[config.mk]
export PLATFORM = sky130hd
export DESIGN_NAME = irq_nest_arbiter
export DESIGN_NICKNAME = d
export VERILOG_FILES = /design/src/rtl/irq_prio_pkg.sv /design/src/rtl/irq_prio_datapath.sv /design/src/rtl/irq_prio_nest.sv /design/src/rtl/irq_nest_arbiter.sv
export SDC_FILE = /design/constraint.sdc
export NUM_CORES = 1
export LEC_CHECK = 0
export CAP_MARGIN = 20
export CORE_MARGIN = 5
export CORE_UTILIZATION = 38
export DETAILED_ROUTE_END_ITERATION = 10
export GPL_TIMING_DRIVEN = 0
export PLACE_DENSITY_LB_ADDON = 0.2
export RECOVER_POWER = 100
export REMOVE_ABC_BUFFERS = 1
export SLEW_MARGIN = 20
export SYNTH_ARGS = -nofsm -noshare
export SYNTH_HDL_FRONTEND = slang
export SYNTH_HIERARCHICAL = 1
export SYNTH_SLANG_ARGS = --single-unit
[constraint.sdc]
create_clock -name clk -period 3.3 [get_ports clk]
set_input_delay 0.66 -clock clk [delete_from_list [all_inputs] [get_ports clk]]
set_output_delay 0.66 -clock clk [all_outputs]
set_load 0.01 [all_outputs]
[src/rtl/irq_prio_pkg.sv]
package irq_prio_pkg;

  typedef enum logic [1:0] {
    LVL_NONE = 2'd0,
    LVL_LOW  = 2'd1,
    LVL_MID  = 2'd2,
    LVL_TOP  = 2'd3
  } prio_lvl_e;

  localparam int NUM_LVL = 3;

  typedef struct packed {
    logic takeVec;
    logic popLvl;
  } ctrl_strobe_t;

endpackage

[src/rtl/irq_prio_datapath.sv]
module irq_prio_datapath
  import irq_prio_pkg::*;
#(
  parameter int NUM_VEC  = 10,
  parameter int NUM_TOP  = 2,
  parameter int ADDR_W   = 8,
  parameter int VEC_BASE = 3,
  parameter int VEC_STEP = 8
) (
  input  logic               clk,
  input  logic               rstN,
  input  logic [NUM_VEC-1:0] reqIn,
  input  logic [NUM_VEC-1:0] enMask,
  input  logic [NUM_VEC-1:0] lvlHigh,
  input  ctrl_strobe_t       strobe,
  output logic               winValid,
  output prio_lvl_e          winLvl,
  output logic [ADDR_W-1:0]  winAddr,
  output logic [ADDR_W-1:0]  ackAddr
);

  localparam int IDX_W = (NUM_VEC > 1) ? $clog2(NUM_VEC) : 1;

  logic [NUM_VEC-1:0] active;
  logic [NUM_VEC-1:0] candTop;
  logic [NUM_VEC-1:0] candMid;
  logic [NUM_VEC-1:0] candLow;
  logic [NUM_VEC-1:0] pick;
  logic [IDX_W-1:0]   winIdx;

  assign active = reqIn & enMask;

  // Level classification per vector: the first NUM_TOP may rise to the top level,
  // the others only to the middle level.
  for (genvar gi = 0; gi < NUM_VEC; gi++) begin : g_cls
    if (gi < NUM_TOP) begin : g_topable
      assign candTop[gi] = active[gi] & lvlHigh[gi];
      assign candMid[gi] = 1'b0;
    end else begin : g_midable
      assign candTop[gi] = 1'b0;
      assign candMid[gi] = active[gi] & lvlHigh[gi];
    end
    assign candLow[gi] = active[gi] & ~lvlHigh[gi];
  end

  always_comb begin
    if (|candTop) begin
      pick   = candTop;
      winLvl = LVL_TOP;
    end else if (|candMid) begin
      pick   = candMid;
      winLvl = LVL_MID;
    end else if (|candLow) begin
      pick   = candLow;
      winLvl = LVL_LOW;
    end else begin
      pick   = '0;
      winLvl = LVL_NONE;
    end
  end

  assign winValid = |pick;

  // Lowest index wins: scan downward so the last hit is the smallest index.
  always_comb begin
    winIdx = '0;
    for (int i = NUM_VEC - 1; i >= 0; i--) begin
      if (pick[i]) winIdx = IDX_W'(i);
    end
  end

  assign winAddr = ADDR_W'(VEC_BASE) + ADDR_W'(winIdx) * ADDR_W'(VEC_STEP);

  always_ff @(posedge clk) begin
    if (!rstN) begin
      ackAddr <= '0;
    end else if (strobe.takeVec) begin
      ackAddr <= winAddr;
    end
  end

endmodule

[src/rtl/irq_prio_nest.sv]
module irq_prio_nest
  import irq_prio_pkg::*;
(
  input  logic         clk,
  input  logic         rstN,
  input  logic         winValid,
  input  prio_lvl_e    winLvl,
  input  logic         irqAck,
  input  logic         retStrobe,
  output logic         irqReq,
  output prio_lvl_e    curLevel,
  output ctrl_strobe_t strobe
);

  // bit k marks level k+1 as in service
  logic [NUM_LVL-1:0] inSvc;
  logic [NUM_LVL-1:0] topBit;
  logic [NUM_LVL-1:0] newBit;
  logic [NUM_LVL-1:0] inSvcNext;

  always_comb begin
    topBit   = '0;
    curLevel = LVL_NONE;
    for (int k = 0; k < NUM_LVL; k++) begin
      if (inSvc[k]) begin
        topBit   = '0;
        topBit[k] = 1'b1;
        curLevel = prio_lvl_e'(k + 1);
      end
    end
  end

  assign irqReq = winValid && (winLvl > curLevel);

  assign strobe.takeVec = irqAck && irqReq;
  assign strobe.popLvl  = retStrobe && (|inSvc);

  always_comb begin
    newBit = '0;
    if (winLvl != LVL_NONE) newBit[winLvl - 2'd1] = 1'b1;
  end

  always_comb begin
    inSvcNext = inSvc;
    if (strobe.popLvl)  inSvcNext = inSvcNext & ~topBit;
    if (strobe.takeVec) inSvcNext = inSvcNext | newBit;
  end

  always_ff @(posedge clk) begin
    if (!rstN) begin
      inSvc <= '0;
    end else begin
      inSvc <= inSvcNext;
    end
  end

endmodule

[src/rtl/irq_nest_arbiter.sv]
module irq_nest_arbiter
  import irq_prio_pkg::*;
#(
  parameter int NUM_VEC  = 10,
  parameter int NUM_TOP  = 2,
  parameter int ADDR_W   = 8,
  parameter int VEC_BASE = 3,
  parameter int VEC_STEP = 8
) (
  input  logic               clk,
  input  logic               rstN,
  input  logic [NUM_VEC-1:0] reqIn,
  input  logic [NUM_VEC-1:0] enMask,
  input  logic [NUM_VEC-1:0] lvlHigh,
  input  logic               irqAck,
  input  logic               retStrobe,
  output logic               irqReq,
  output logic [ADDR_W-1:0]  irqVec,
  output logic [1:0]         irqLvl,
  output logic [1:0]         curLevel,
  output logic [ADDR_W-1:0]  ackVec
);

  ctrl_strobe_t strobe;
  logic         winValid;
  prio_lvl_e    winLvl;
  prio_lvl_e    nestLvl;

  irq_prio_datapath #(
    .NUM_VEC (NUM_VEC),
    .NUM_TOP (NUM_TOP),
    .ADDR_W  (ADDR_W),
    .VEC_BASE(VEC_BASE),
    .VEC_STEP(VEC_STEP)
  ) u_dp (
    .clk     (clk),
    .rstN    (rstN),
    .reqIn   (reqIn),
    .enMask  (enMask),
    .lvlHigh (lvlHigh),
    .strobe  (strobe),
    .winValid(winValid),
    .winLvl  (winLvl),
    .winAddr (irqVec),
    .ackAddr (ackVec)
  );

  irq_prio_nest u_nest (
    .clk      (clk),
    .rstN     (rstN),
    .winValid (winValid),
    .winLvl   (winLvl),
    .irqAck   (irqAck),
    .retStrobe(retStrobe),
    .irqReq   (irqReq),
    .curLevel (nestLvl),
    .strobe   (strobe)
  );

  assign irqLvl   = winLvl;
  assign curLevel = nestLvl;

endmodule

==> flow_summary.ini <==
[finish]
nNetsFinal = 231
antenna_cells = 0
seq_area_um2 = 160.2
final_core_util_pct = 67.45
multiInputGateArea_um2 = 767.0
fillers = 214
drive_gt1_share_pct = 20.73
area_growth_pct = 65.81

[pwr]
p_per_area_nw_per_um2 = 306.4
finalPower_w = 0.0004704
p_leak_nw = 0.7139
worst_ir_drop_vdd_uv = 276.5

[floorplan]
start_util_pct = 40.68
rows = 17
core_um2 = 2276
die_area_um2 = 3524
ios = 55
die_w_um = 59.36
fp.dieH_um = 59.36

[clock_network]
clkSlewWorstSetupHoldPaths_ps = 50
numCtsBuffers = 3
ctsHoldBuffers = 0
clock-sinks = 8
tritoncts = yes
cts_root_buffer = clkbuf_4
clockBufferDepth = 2
clock_latency_ps = 260
htree_levels = 1

[grt]
antenna_found_initial = 0
grt_pass1_wl_mm = 5.368
grt_max_degree = 14
grt_usage_pct = 19.26
grt_pass1_vias = 1259
overflow = 0

[min_path]
min_path_type = reg -> reg
hold_path_end = u_dp/ackAddr[1]$_SDFFE_PN0P_
hold_depth = 1
min_from = u_dp/ackAddr[1]$_SDFFE_PN0P_

[sta]
min_period_ps = 3249
hold_violations = 0
whs_ps = 481.1
finClkSkew_ps = 5.313
fin_crit_sh_pct = 98.46
max_freq_mhz = 307.8
worst_slack_ps = 50.73
setup_viol = 0
rsz0062_at_grt = true
slew_viol_final = 0

[worst_setup_path]
crit_type = in -> out
r2r-end = u_dp/ackAddr[5]$_SDFFE_PN0P_
critPathSlowestCell = clkdlybuf4s50_1
rr_worst_depth = 7
cp.required_ps = 2640
crit_chain = clkdlybuf4s50_1 > nand3_2 > nand4_1 > nor2_4 > clkbuf_1 > a311o_1 > o21ba_4 > o21ai_4 > o211a_1 > buf_6
worstSetupStartpointType = primary input
arrival_ps = 2590
worst_setup_path_end_kind = primary output
crit_fanout = 6
max_stage_delay_ps = 490
r2r_slack_ps = 1480
reg2reg_from = u_nest/inSvc[2]$_SDFF_PN0_

[detailed_routing]
drtIter0Drc = 53
drcViolationCount = 0
ant_nets = 0
post_drt_wl_per_cell_um = 15.03
dr.pass1.iters = 4
routed-via-count = 1285
routed_wl_mm = 3.322
vias_per_cell = 5.814

[place]
post-dp-hpwl_mm = 2.534
portBuffers = 48
post-place-ws_ps = -799.3
gp_congestion = 0.8582

[outcome]
status = finished clean

[run]
max_cap_violations = 0

[yosys]
yosysWarningCount = 6
syn-mean-instance-area_um2 = 7.014
syn-cell-area_um2 = 925.9
syn_inst = 132
==> worst max-delay path, delay by kind of cell <==
kind	cells	cell delay [ps]
and+or+nand+nor	3	380
AOI/OAI and AO/OA	4	810
buffers and inverters	3	730
==> layout by cell type, fill, tap and decap left out, types with 6 or more instances in the layout <==
cell type         n
dfxtp_1           8
clkdlybuf4s50_1   6
buf_4            13
nand2_2           6
dlygate4sd3_1     8
nand3_1          15
clkdlybuf4s15_1   8
nand3b_1          8
nand2_1          15
o21ai_0           6
dlygate4sd2_1    20
conb_1            6
==> sequential cells by signal, indices dropped and copies added (netlist names) <==
register	count
u_nest/inSvc	3
u_dp/ackAddr	5
==> metal layers <==
metal | wire length [µm] | global-route usage [%] | share of wire (%)
met1 | 1239 | 22.55 | 37
met4 | 21 | 4.207 | 0.63
met3 | 277 | 4.575 | 8.3
met2 | 1784 | 34.95 | 54
met5 | 0 | 0 | 0
==> where the power goes <==
| group | switching (W) | internal, W |
|---|---|---|
| Clock | 0.0000330 | 0.0000416 |
| Combinational | 0.000142 | 0.000143 |
| Sequential | 0.00000505 | 0.000105 |
| Total | 0.000180 | 0.000290 |
==> worst max path at each step <==
stage                          start  slack (ps)      to  depth (start not counted)
after floorplan             reqIn[6]         380  irqReq                          7
after global placement    lvlHigh[1]        -760  irqReq                          9
after detailed placement    reqIn[4]        -800  irqReq                         11
after CTS                 lvlHigh[2]           5  irqReq                          9
after global routing        reqIn[1]         -60  irqReq                         11
final                     lvlHigh[3]          50  irqReq                         10
==> layout make-up <==
type / instances / share of cell area [%]
clock buffer: 3 / 1.467
multi-input combinational: 115 / 49.96
timing repair buffer: 62 / 34.64
tap: 28 / 2.282
inverter: 5 / 1.222
sequential: 8 / 10.43
==> what timing repair did <==
item                                    4_1_cts  5_1_grt
setup buffers                                12        2
pin swaps                                    12        6
resized for setup                            61       11
endpoints found under the setup margin       11        5
==> through the flow <==
stage,area (µm²),TNS [ps],cells
after floorplan,883.3,0,128
after global placement,1399,-3862,204
after detailed placement,1399,-4198,204
after CTS,1514,0,219
after global routing,1535,-55.98,221
final,1535,0,221
Power figures use the tool's default switching activity.
